File: config.mk
export PLATFORM = sky130hd
export DESIGN_NAME = eccstat_unit
export DESIGN_NICKNAME = d
export VERILOG_FILES = /design/src/rtl/eccstat_pkg.sv /design/src/rtl/eccstat_ctrl.sv /design/src/rtl/eccstat_errlog.sv /design/src/rtl/eccstat_irq.sv /design/src/rtl/eccstat_unit.sv
export SDC_FILE = /design/constraint.sdc
export NUM_CORES = 1
export LEC_CHECK = 0
export ABC_CLOCK_PERIOD_IN_PS = 3100
export BUFFER_PORTS_ARGS = -buffer_cell sky130_fd_sc_hd__buf_2
export CORE_MARGIN = 8
export CORE_UTILIZATION = 35
export DETAILED_ROUTE_END_ITERATION = 6
export SLEW_MARGIN = 20
export SYNTH_ARGS = -nofsm -noshare
export SYNTH_HDL_FRONTEND = slang
export SYNTH_SLANG_ARGS = --single-unit
export TNS_END_PERCENT = 10
File: constraint.sdc
create_clock -name clk -period 3.1 [get_ports clk]
set_input_delay 0.31 -clock clk [delete_from_list [all_inputs] [get_ports clk]]
set_output_delay 0.31 -clock clk [all_outputs]
set_load 0.05 [all_outputs]
File: src/rtl/eccstat_pkg.sv
package eccstat_pkg;

    // control word bit positions (software-visible, so fixed)
    localparam int B_SBE_CNT    = 0;
    localparam int B_SBE_FIX    = 1;
    localparam int B_DBE_EN     = 2;
    localparam int B_CLR_ALL    = 4;
    localparam int B_RD_CLR     = 7;
    localparam int B_INJ_EN     = 8;
    localparam int B_INJ_DBL    = 9;
    localparam int B_KEEP_FIRST = 10;
    localparam int B_IRQ_CLR    = 11;

    localparam int          REG_W      = 32;
    localparam int          RSEL_W     = 3;
    localparam logic [31:0] CTRL_STORE = 32'h0000_0787;

    typedef enum logic [RSEL_W-1:0] {
        RA_CTRL     = 3'd0,
        RA_SBE_CNT  = 3'd1,
        RA_DBE_CNT  = 3'd2,
        RA_SBE_ADDR = 3'd3,
        RA_DBE_ADDR = 3'd4,
        RA_SBE_MAP  = 3'd5,
        RA_DBE_MAP  = 3'd6,
        RA_NONE     = 3'd7
    } reg_sel_e;

    typedef enum logic [0:0] {
        IRQ_QUIET  = 1'b0,
        IRQ_RAISED = 1'b1
    } irq_state_e;

endpackage

File: src/rtl/eccstat_ctrl.sv
module eccstat_ctrl
    import eccstat_pkg::*;
#(
    parameter int CHK_W = 8
) (
    input  logic             clk,
    input  logic             rst_n,
    input  logic             wr_en,
    input  logic [REG_W-1:0] wdata,
    output logic [REG_W-1:0] ctrl_q,
    output logic             clr_all_p,
    output logic             irq_clr_p,
    input  logic [CHK_W-1:0] chk_in,
    output logic [CHK_W-1:0] chk_out
);

    logic [CHK_W-1:0] flip;

    always_ff @(posedge clk) begin
        if (!rst_n) begin
            ctrl_q <= '0;
        end else if (wr_en) begin
            ctrl_q <= wdata & CTRL_STORE;
        end
    end

    // action bits are pulses, never stored
    always_comb begin
        clr_all_p = wr_en && wdata[B_CLR_ALL];
        irq_clr_p = wr_en && wdata[B_IRQ_CLR];
    end

    // write-path corruption: one or two check bits inverted
    always_comb begin
        flip = '0;
        if (ctrl_q[B_INJ_EN]) begin
            flip[0] = 1'b1;
            if (ctrl_q[B_INJ_DBL]) begin
                flip[1] = 1'b1;
            end
        end
        chk_out = chk_in ^ flip;
    end

endmodule

File: src/rtl/eccstat_errlog.sv
module eccstat_errlog #(
    parameter int ADDR_W = 32,
    parameter int CNT_W  = 32,
    parameter int LANES  = 32,
    parameter int LIDX_W = 5
) (
    input  logic              clk,
    input  logic              rst_n,
    input  logic              evt,
    input  logic [ADDR_W-1:0] evt_addr,
    input  logic [LIDX_W-1:0] evt_lane,
    input  logic              keep_first,
    input  logic              clr_all,
    input  logic              rd_clr,
    input  logic              map_clr_en,
    input  logic [LANES-1:0]  map_clr_mask,
    output logic [CNT_W-1:0]  cnt_q,
    output logic [ADDR_W-1:0] addr_q,
    output logic [LANES-1:0]  map_q
);

    localparam logic [CNT_W-1:0] CNT_MAX = '1;

    logic              held_q;
    logic [CNT_W-1:0]  cnt_base, cnt_nx;
    logic [ADDR_W-1:0] addr_nx;
    logic              held_base, held_nx;
    logic [LANES-1:0]  lane_hit, map_nx;

    generate
        for (genvar i = 0; i < LANES; i++) begin : g_lane
            assign lane_hit[i] = evt && (evt_lane == LIDX_W'(i));
        end
    endgenerate

    // clears apply first, then the event of the same cycle
    always_comb begin
        cnt_base = (clr_all || rd_clr) ? '0 : cnt_q;
        cnt_nx   = cnt_base;
        if (evt && (cnt_base != CNT_MAX)) begin
            cnt_nx = cnt_base + 1'b1;
        end

        held_base = clr_all ? 1'b0 : held_q;
        addr_nx   = clr_all ? '0 : addr_q;
        held_nx   = held_base;
        if (evt) begin
            held_nx = 1'b1;
            if (!(keep_first && held_base)) begin
                addr_nx = evt_addr;
            end
        end

        map_nx = (map_q & ~(map_clr_en ? map_clr_mask : '0)) | lane_hit;
    end

    always_ff @(posedge clk) begin
        if (!rst_n) begin
            cnt_q  <= '0;
            addr_q <= '0;
            held_q <= 1'b0;
            map_q  <= '0;
        end else begin
            cnt_q  <= cnt_nx;
            addr_q <= addr_nx;
            held_q <= held_nx;
            map_q  <= map_nx;
        end
    end

endmodule

File: src/rtl/eccstat_irq.sv
module eccstat_irq
    import eccstat_pkg::*;
(
    input  logic clk,
    input  logic rst_n,
    input  logic raise,
    input  logic drop,
    output logic irq
);

    irq_state_e state_q, state_nx;

    always_ff @(posedge clk) begin
        if (!rst_n) begin
            state_q <= IRQ_QUIET;
        end else begin
            state_q <= state_nx;
        end
    end

    always_comb begin
        state_nx = state_q;
        unique case (state_q)
            IRQ_QUIET:  if (raise)          state_nx = IRQ_RAISED;
            IRQ_RAISED: if (drop && !raise) state_nx = IRQ_QUIET;
        endcase
    end

    always_comb begin
        irq = (state_q == IRQ_RAISED);
    end

endmodule

File: src/rtl/eccstat_unit.sv
module eccstat_unit
    import eccstat_pkg::*;
#(
    parameter  int ADDR_W = 32,
    parameter  int CNT_W  = 32,
    parameter  int LANES  = 32,
    parameter  int CHK_W  = 8,
    localparam int LIDX_W = (LANES > 1) ? $clog2(LANES) : 1
) (
    input  logic              clk,
    input  logic              rst_n,
    input  logic              reg_wr,
    input  logic              reg_rd,
    input  logic [2:0]        reg_addr,
    input  logic [31:0]       reg_wdata,
    output logic [31:0]       reg_rdata,
    input  logic              err_sbe,
    input  logic              err_dbe,
    input  logic [ADDR_W-1:0] err_addr,
    input  logic [LIDX_W-1:0] err_lane,
    input  logic [CHK_W-1:0]  chk_in,
    output logic [CHK_W-1:0]  chk_out,
    output logic              dec_fix_en,
    output logic              dec_dbe_en,
    output logic              irq
);

    logic [REG_W-1:0]  ctrl_q;
    logic              clr_all_p, irq_clr_p;
    logic              ctrl_wr, sbe_evt, dbe_evt;
    logic              sbe_rdclr, dbe_rdclr, sbe_mapwr, dbe_mapwr;
    logic [CNT_W-1:0]  sbe_cnt, dbe_cnt;
    logic [ADDR_W-1:0] sbe_addr, dbe_addr;
    logic [LANES-1:0]  sbe_map, dbe_map;

    always_comb begin
        ctrl_wr   = reg_wr && (reg_addr == RA_CTRL);
        sbe_evt   = err_sbe && ctrl_q[B_SBE_CNT];
        dbe_evt   = err_dbe && ctrl_q[B_DBE_EN];
        sbe_rdclr = reg_rd && (reg_addr == RA_SBE_CNT) && ctrl_q[B_RD_CLR];
        dbe_rdclr = reg_rd && (reg_addr == RA_DBE_CNT) && ctrl_q[B_RD_CLR];
        sbe_mapwr = reg_wr && (reg_addr == RA_SBE_MAP);
        dbe_mapwr = reg_wr && (reg_addr == RA_DBE_MAP);
        dec_fix_en = ctrl_q[B_SBE_FIX];
        dec_dbe_en = ctrl_q[B_DBE_EN];
    end

    eccstat_ctrl #(.CHK_W(CHK_W)) u_ctrl (
        .clk       (clk),
        .rst_n     (rst_n),
        .wr_en     (ctrl_wr),
        .wdata     (reg_wdata),
        .ctrl_q    (ctrl_q),
        .clr_all_p (clr_all_p),
        .irq_clr_p (irq_clr_p),
        .chk_in    (chk_in),
        .chk_out   (chk_out)
    );

    eccstat_errlog #(
        .ADDR_W(ADDR_W), .CNT_W(CNT_W), .LANES(LANES), .LIDX_W(LIDX_W)
    ) u_sbe_log (
        .clk          (clk),
        .rst_n        (rst_n),
        .evt          (sbe_evt),
        .evt_addr     (err_addr),
        .evt_lane     (err_lane),
        .keep_first   (ctrl_q[B_KEEP_FIRST]),
        .clr_all      (clr_all_p),
        .rd_clr       (sbe_rdclr),
        .map_clr_en   (sbe_mapwr),
        .map_clr_mask (reg_wdata[LANES-1:0]),
        .cnt_q        (sbe_cnt),
        .addr_q       (sbe_addr),
        .map_q        (sbe_map)
    );

    eccstat_errlog #(
        .ADDR_W(ADDR_W), .CNT_W(CNT_W), .LANES(LANES), .LIDX_W(LIDX_W)
    ) u_dbe_log (
        .clk          (clk),
        .rst_n        (rst_n),
        .evt          (dbe_evt),
        .evt_addr     (err_addr),
        .evt_lane     (err_lane),
        .keep_first   (ctrl_q[B_KEEP_FIRST]),
        .clr_all      (clr_all_p),
        .rd_clr       (dbe_rdclr),
        .map_clr_en   (dbe_mapwr),
        .map_clr_mask (reg_wdata[LANES-1:0]),
        .cnt_q        (dbe_cnt),
        .addr_q       (dbe_addr),
        .map_q        (dbe_map)
    );

    eccstat_irq u_irq (
        .clk   (clk),
        .rst_n (rst_n),
        .raise (sbe_evt || dbe_evt),
        .drop  (irq_clr_p),
        .irq   (irq)
    );

    always_comb begin
        unique case (reg_sel_e'(reg_addr))
            RA_CTRL:     reg_rdata = ctrl_q;
            RA_SBE_CNT:  reg_rdata = REG_W'(sbe_cnt);
            RA_DBE_CNT:  reg_rdata = REG_W'(dbe_cnt);
            RA_SBE_ADDR: reg_rdata = REG_W'(sbe_addr);
            RA_DBE_ADDR: reg_rdata = REG_W'(dbe_addr);
            RA_SBE_MAP:  reg_rdata = REG_W'(sbe_map);
            RA_DBE_MAP:  reg_rdata = REG_W'(dbe_map);
            RA_NONE:     reg_rdata = '0;
        endcase
    end

endmodule

**Word-level counts from Yosys, hierarchy flattened**

Index checks and enable logic that the tools add are counted.

- Reductions and logical operators: 86
- Mux-type cells: 22
- Bitwise logic cells: 8
- Equality and inequality tests: 40
- Add/subtract/negate cells: 2

Operators with widths:

| cell | number |
|---|---|
| 32-bit two-way mux | 12 |
| 32-bit case mux with 8 select lines | 1 |
| 5-bit == test, second input constant | 16 |
| 1-bit logical AND | 80 |
| 32-bit by 1-bit adder with 32-bit output, second input constant | 2 |
| 32-bit AND | 2 |
| 32-bit != test, second input constant | 2 |
| 32-bit inverter | 2 |
| 32-bit bitwise OR | 2 |
| 5-bit by 4-bit == test with 1-bit output, second input constant | 8 |
| 5-bit by 3-bit == test with 1-bit output, second input constant | 4 |
| 3-bit == test, second input constant | 4 |
| 5-bit by 2-bit == test with 1-bit output, second input constant | 2 |
| 8-bit by 2-bit XOR with 8-bit output | 1 |
| 1-bit two-way mux | 7 |
| 3-bit by 2-bit == test with 1-bit output, second input constant | 2 |
| 5-bit by 1-bit == test with 1-bit output, second input constant | 1 |
| 5-bit zero test | 1 |
| 3-bit by 1-bit == test with 1-bit output, second input constant | 1 |
| 3-bit zero test | 1 |
| 1-bit logical OR | 3 |
| 2-bit two-way mux | 1 |
| 1-bit case mux with 2 select lines | 1 |
| 1-bit zero test | 1 |
| 1-bit inverter | 1 |

- Input bits: 86
- Output and inout bits: 43
- Register bits after elaboration: 202
- Word-level logic and storage cells: 168

**Depth between registers and ports, before layout**

Gate-level depths: netlist (run 1).

- Depth after elaboration: 8
- Mapped depth: 9
- Depth with buffers taken out: 5

**Modules after synthesis**

From an unflattened synthesis (run 1), not the netlist that was laid out.

- Cells, all modules: 1441
- Area, all modules: 11322.1 um^2

Modules (own cells, without submodules):

| module | area an instance (um^2) | cells each | times used | sequential area each (um^2) |
|---|---|---|---|---|
| eccstat_errlog at u_dbe_log | 4486.8 | 553 | 1 | 1941.9 |
| eccstat_errlog at u_sbe_log | 4466.8 | 546 | 1 | 1941.9 |
| eccstat_unit | 1789.2 | 280 | 1 | 0.0 |
| eccstat_ctrl | 538.0 | 59 | 1 | 140.1 |
| eccstat_irq | 41.3 | 3 | 1 | 20.0 |

**Worst setup path before layout (run 1)**

No wires, ideal clock.

- Path type: input -> output
- Start point: input reg_addr[2]
- End point: output reg_rdata[1]
- Stages: 6
- Arrival: 2273 ps
- Setup slack: 517 ps
- Path buffers: 2
- Required time: 2790 ps
- Cell sequence: buf_2 buf_1 mux2i_1 nor2_1 a21oi_1 o21ai_0

- Cells in the longest elaborated chain, start to end: 2
- Elaborated cells between the ends (all ways): 9
- Classes of those cells: eq/ne: 7; mux: 1; reduce/logical: 1

RTL lines:

| what | line | source |
|---|---|---|
| from (decl) | eccstat_unit.sv:14 | `input logic [2:0] reg_addr,` |
| 3-bit == test, or another cell as far along | eccstat_unit.sv:105 | `unique case (reg_sel_e'(reg_addr))` |
| 32-bit case mux with 8 select lines * | eccstat_unit.sv:105 |  |
| to (decl) | eccstat_unit.sv:16 | `output logic [31:0] reg_rdata,` |

Mark *: on every way between the ends. The rest lies on a longest branch, timed or not.

**Worst setup path after layout (run 1)**

- Start point: register u_dbe_log.cnt_q[4]
- End point: register u_dbe_log.cnt_q[12]

- Cells in the longest elaborated chain, start to end: 4
- Elaborated cells between the ends (all ways): 5
- Classes of those cells: add/sub: 1; eq/ne: 1; mux: 2; reduce/logical: 1

RTL lines:

| what | line | source |
|---|---|---|
| from (decl) | eccstat_errlog.sv:17 | `output logic [CNT_W-1:0] cnt_q,` |
| from (signal assigned) | eccstat_errlog.sv:64 | `cnt_q <= cnt_nx;` |
| 32-bit two-way mux * | eccstat_errlog.sv:38 | `cnt_base = (clr_all \|\| rd_clr) ? '0 : cnt_q;` |
| branches (longest 2 deep; another with 32-bit by 1-bit adder with 32-bit output) | n/a |  |
| 32-bit two-way mux * | eccstat_errlog.sv:40 | `if (evt && (cnt_base != CNT_MAX)) begin` |

Mark *: on every way between the ends.
A chain may end at the register's enable or synchronous reset.

==> flow_metrics.tcl, run 1 <==
set metrics [dict create \
    async_flop_share 0 \
    synth.distinct_cells 64 \
    first_pass_iters 5 \
    gr-total-overflow 0 \
    yosys-top-cells-area "dfxtp_1, a22oi_1, nand2_1, nand3_1, a21oi_1" \
    syn_nets 1378 \
    hold_viol 0 \
    setup_viol 0 \
    grt_pass1_vias 9697 \
    htree_num_levels 1 \
    path_common_cell "nor4_1" \
    track_usage 0.223 \
    synth_area_per_cell_um2 7.75 \
    die-area_mm2 0.0343 \
    tightest_slew_ns 0.858 \
    worstPathCellList "nand4_1, nor4_1, and3_1, buf_12, nor4_1, mux2i_1" \
    synth_most_common_cell "nand2_1" \
    yosysWarnings 0 \
    synthToLayoutAreaGrowth_pct 16.7 \
    slowest_delay_ns 0.57 \
    cp-end-kind "flop" \
    critPathLaunchType "flop" \
    synth_cells 1292 \
    chipWidth_um 185 \
    min_period_over_period 0.827 \
    post-route-min-period_ns 2.56 \
    synth-seq-cells 202 \
    critPathSlowestCell "nor4_1" \
    place_area_mm2 0.0109 \
    grt_pass1_wl_um 59500 \
    antenna_found_initial 1 \
    hold_class "input pin to flop" \
    clk_latency_ns 0.52 \
    num_rows 62 \
    synth_edf_count 0 \
    layout-drive-gt1-share 0.157 \
    cts-root-buf "clkbuf_16" \
    min-delay-start "err_addr[20]" \
    fin_area_mm2 0.0117 \
    diodes 0 \
    rsz0062_at_grt "false" \
    crit_type "flop to flop" \
    worst_slew_margin_rel 0.423 \
    drv_cap 0 \
    p_per_area_mw_per_mm2 484 \
    gp_congestion 0.925 \
    post-place-cells 1723 \
    clock_path_buffers 3 \
    netlist_top_cells_count "nand2_1, dfxtp_1, a22oi_1" \
    cts_tree "built" \
    vias 10600 \
    yosysTopAreaCell "dfxtp_1" \
    leakage_uw 0.00403 \
    initial_utilization 0.352 \
    post_cts_buffers 0 \
    drtIter0Drc 1073 \
    io_pins 129 \
    fmax_mhz 390 \
    avgRoutedWirePerCell_um 22.2 \
    cts_buffers 24 \
    cts_resized 0 \
    routed_wl_um 39300 \
    cp-startpoint "u_dbe_log.cnt_q[4]" \
    port-buffer-count 116 \
    r2r-start "u_dbe_log.cnt_q[4]" \
    nets 1451 \
    core_area_mm2 0.0285 \
    dp_hpwl_um 28500 \
    finalNonFillerCells 1767 \
    seq_area_frac_synth 0.404 \
    vias_per_cell 6.02 \
    ant_nets 0 \
    arrival_ns 2.96 \
    cp_data_required_time_ns 3.49 \
    cts.clk_slew.worst_paths_ns 0.06 \
    grt_start_max_net_pins 54 \
    status "finished clean" \
    skew_ns 0.00917 \
    yosysTopAreaCellShare 0.404 \
    ir_drop_v 0.000329 \
    drc 0 \
    netlist_area_mm2 0.0100 \
    cts_hold_buf 0 \
    synth_ff_type "dfxtp_1" \
    cp_max_fo 20 \
    fp.dieH_um 185 \
    setup_tns_ns 0 \
    cts_sinks 202 \
    drv_slew 0 \
]
layout make-up:
type	instances	area [um^2]
inverters	11	43.8
clock inverters	7	40.0
repair buffers	153	871
well taps	384	480
clock buffers	37	701
multi-input cells	973	5500
fillers	2977	16800
flip-flops and latches	202	4040
where the power goes:
part	switching (uW)	leakage [uW]	internal, uW
clock	1130	0.000360	1550
combinational	254	0.00204	98.4
sequential	15.0	0.00163	2610
state kept, by name, summed over array words and instances, names as in the netlist:
signal	count
u_dbe_log.addr_q	32
u_dbe_log.cnt_q	32
u_dbe_log.map_q	32
u_sbe_log.addr_q	32
u_sbe_log.cnt_q	32
u_sbe_log.map_q	32
u_ctrl.ctrl_q	7
u_dbe_log.held_q	1
u_irq.irq	1
u_sbe_log.held_q	1
path summary, 6_finish.rpt:
check | slack [ns] | depth (start not counted) | to
worst min register to register | 0.47 | 2 | u_sbe_log.addr_q[4]
worst max-delay path | 0.54 | 6 | u_dbe_log.cnt_q[12]
worst min-delay path | 0.03 | 3 | u_dbe_log.addr_q[20]
worst max register to register | 0.54 | 6 | u_dbe_log.cnt_q[12]
cell families after synthesis:
group | after synthesis | synth area share
AND/OR/NAND/NOR | 611 | 0.296
flip-flops | 202 | 0.404
AO/OA/AOI/OAI | 340 | 0.226
XOR/XNOR | 3 | 0.00263
multiplexers | 19 | 0.0215
buffers and inverters | 117 | 0.0495
critical path: cells and delay by family, from the launching register on:
kind | cells | cell delay (ns)
flops | 1 | 0.50
mux | 1 | 0.13
simple gates | 4 | 1.58
buf+inv | 1 | 0.21
stage by stage:
step / util / setup WS (ns) / power [uW] / hold WS, ns
finish: 0.410 / 0.536 / 5660 / 0.0344
CTS: 0.410 / 0.595 / 5690 / 0.0245
detailed placement: 0.384 / 0.617 / 3030 / 0.461
floorplan: - / 0.517 / 2880 / 0.442
global placement: 0.384 / 0.659 / 3030 / 0.463
global route: 0.410 / 0.418 / 5840 / 0.0310
layout by cell type, fill, tap and decap left out, drive strengths merged, types with 4 or more instances in the layout:
cell type,netlist,layout
nor2,102,102
inv,11,11
o21ai,23,23
and4,11,11
or4,24,24
nand2b,7,7
clkbuf,84,37
mux2i,17,17
o31ai,16,16
a22oi,147,147
and3,14,14
and2,13,13
o2bb2ai,4,4
clkinv,0,5
or3,10,10
a211oi,7,7
or2,5,5
a31oi,5,5
dfxtp,202,202
nor4,14,14
nand4,27,27
nand3,131,131
a31o,6,6
nor3,23,23
nand2,218,218
a21oi,109,109
buf,21,153
layer usage:
metal  track usage  routed length, um  vias to the layer above
met5             0                 10                        -
met4        0.0746               1320                        2
met3        0.0518               3680                       79
met2         0.344              17500                      493
met1         0.303              16800                     5166
li1              -                  -                     4894
Power figures use the tool's default switching activity.
==> run 2: changes to the inputs <==
--- a/config.mk
+++ b/config.mk
@@ -5,7 +5,7 @@
 export SDC_FILE = /design/constraint.sdc
 export NUM_CORES = 1
 export LEC_CHECK = 0
-export ABC_CLOCK_PERIOD_IN_PS = 3100
+export ABC_CLOCK_PERIOD_IN_PS = 2100
 export BUFFER_PORTS_ARGS = -buffer_cell sky130_fd_sc_hd__buf_2
 export CORE_MARGIN = 8
 export CORE_UTILIZATION = 35
==> constraint.sdc (replaced) <==
create_clock -name clk -period 2.1 [get_ports clk]
set_input_delay 0.21 -clock clk [delete_from_list [all_inputs] [get_ports clk]]
set_output_delay 0.21 -clock clk [all_outputs]
set_load 0.05 [all_outputs]
==> run 2 against run 1 <==
The flow now finishes with violations (setup timing). Critical path depth increased by 1. Non-clock buffer count increased by 147. Register-to-register slack got worse by 0.52 ns. Core utilization increased by 5.4 points. Clock power increased by 49%. Clock skew decreased by 0.0019 ns. Sequential power increased by 47%. Final area increased by 13%. Clock-buffer cell count decreased by 5. Wire length increased by 3.0%. Sequential cell count unchanged.
==> flow_metrics.tcl, run 2 (synthesis gave the netlist of run 1 again) <==
set metrics [dict create \
    status "finished, violations left" \
    violations "setup timing" \
    nFillCells 2790 \
    num_rows 62 \
    gr-total-overflow 0 \
    setup_viol 1 \
    holdPathEnd "u_sbe_log.map_q[29]" \
    r2r_end "u_sbe_log.cnt_q[8]" \
    cp_data_required_time_ns 1.89 \
    fin_area_mm2 0.0132 \
    routed_wl_um 40500 \
    reg2reg_slack_ns 0.02 \
    ant_nets 0 \
    power_uw 8520 \
    r2r-start "u_ctrl.ctrl_q[7]" \
    avgRoutedWirePerCell_um 21.2 \
    chipWidth_um 185 \
    place_area_mm2 0.0120 \
    crit_type "flop to output pin" \
    leakage_uw 0.00482 \
    drc 0 \
    dp_hpwl_um 29700 \
    finalCoreUtilization 0.464 \
    grt_start_max_net_pins 65 \
    hold_viol 0 \
    min-delay-start "reg_wdata[29]" \
    hold_class "input pin to flop" \
    layout_common_cells "nand2_1, dfxtp_1, a22oi_1" \
    ir_drop_v 0.000612 \
    tightest_slew_ns 0.810 \
    vias 11100 \
    port-buffer-count 116 \
    clock_path_buffers 3 \
    cts.clk_slew.worst_paths_ns 0.06 \
    track_usage 0.231 \
    drv_slew 0 \
    cts_sinks 202 \
    antenna_found_initial 3 \
    nets 1597 \
    vias_per_cell 5.79 \
    io_pins 129 \
    fmax_mhz 472 \
    cp_max_fo 4 \
    cts_buffers 23 \
    clk_latency_ns 0.51 \
    rsz0062_at_grt "true" \
    initial_utilization 0.352 \
    skew_ns 0.00723 \
    cp-startpoint "u_dbe_log.cnt_q[7]" \
    cts-root-buf "clkbuf_16" \
    drtIter0Drc 1107 \
    arrival_ns 1.91 \
    critPathLaunchType "flop" \
    fp.dieH_um 185 \
    min_path_cells 4 \
    first_pass_iters 6 \
    final_common_cell "nand2_1" \
    layout-drive-gt1-share 0.228 \
    worst_slack_ns -0.0174 \
    min_period_over_period 1.01 \
    htree_num_levels 1 \
    core_area_mm2 0.0285 \
    worst_slew_margin_rel 0.460 \
    cts_tree "built" \
    diodes 0 \
    cp-end-kind "output pin" \
    gp_congestion 0.969 \
    grt_pass1_wl_um 61800 \
    grt_pass1_vias 10300 \
    post-route-min-period_ns 2.12 \
    p_per_area_mw_per_mm2 644 \
    rr_worst_depth 7 \
    drv_cap 0 \
    die-area_mm2 0.0343 \
    synthToLayoutAreaGrowth_pct 32.1 \
]
==> run 2: cell types whose count changed in the layout (fill, tap and decap cells not counted), sizes merged <==
cell | before | now
clkinv | 5 | 4
clkinvlp | 2 | 1
buf | 153 | 261
bufinv | 0 | 2
clkbuf | 37 | 32
dlygate4sd3 | 0 | 39
==> run 2: metrics by stage <==
step | setup slack (ns) | hold slack [ns] | setup TNS (ns) | instances
after global routing | -0.0892 | 0.0227 | -0.203 | 1909
after global placement | -0.0375 | 0.420 | -0.111 | 1830
final | -0.0174 | 0.0174 | -0.0174 | 1909
after floorplan | -0.283 | 0.346 | -0.613 | 1292
after CTS | -0.00422 | 0.00292 | -0.00422 | 1908
after detailed placement | -0.0781 | 0.420 | -1.25 | 1830
==> run 2: routing by layer <==
layer / share of wire / vias to the layer above / GRT usage
met3: 0.083 / 85 / 0.0432
met4: 0.035 / 2 / 0.0858
met1: 0.43 / 5270 / 0.309
li1: - / 5196 / -
met5: 0.00025 / - / 0
met2: 0.45 / 500 / 0.365
==> run 2: worst max path at each step <==
stage,depth (start not counted),slack [ns],endpoint
3_3_place_gp,5,-0.04,u_sbe_log.cnt_q[30]
4_1_cts,7,-0.004,u_sbe_log.cnt_q[8]
3_5_place_dp,8,-0.08,u_sbe_log.cnt_q[8]
5_1_grt,7,-0.09,reg_rdata[7]
6_report,7,-0.02,reg_rdata[7]
2_1_floorplan,6,-0.28,reg_rdata[8]
==> run 2: timing repair <==
action | CTS | global route
endpoints found under the hold margin | 71 | 0
setup endpoints to repair | 6 | 35
setup buffers | 0 | 1
gates resized for setup | 9 | 21
hold buffers | 39 | 0
pin swaps | 1 | 4
==> run 2: layout make-up <==
cell class | instances | area, um^2 | share of cell area
multi-input combinational | 973 | 5570 | 0.421
sequential | 202 | 4050 | 0.306
timing repair buffer | 300 | 2340 | 0.177
clock buffer | 32 | 649 | 0.0491
tap | 384 | 480 | 0.0363
clock inverter | 7 | 87.6 | 0.00662
inverter | 11 | 43.8 | 0.00331
==> run 2: where the power goes <==
group          leakage [uW]  total (uW)  switching, uW  internal, uW
logic               0.00283         649            408           241
clock network      0.000362        4000           1610          2390
registers           0.00163        3860           15.0          3850
==> run 2: worst max-delay path, cell delays in order, from the launching register on <==
cell and delay (ns):
dfxtp_1 0.31, buf_4 0.15, nor2b_2 0.15, a21oi_2 0.13
o22ai_2 0.11, a221oi_2 0.27, a21oi_1 0.08, buf_4 0.20
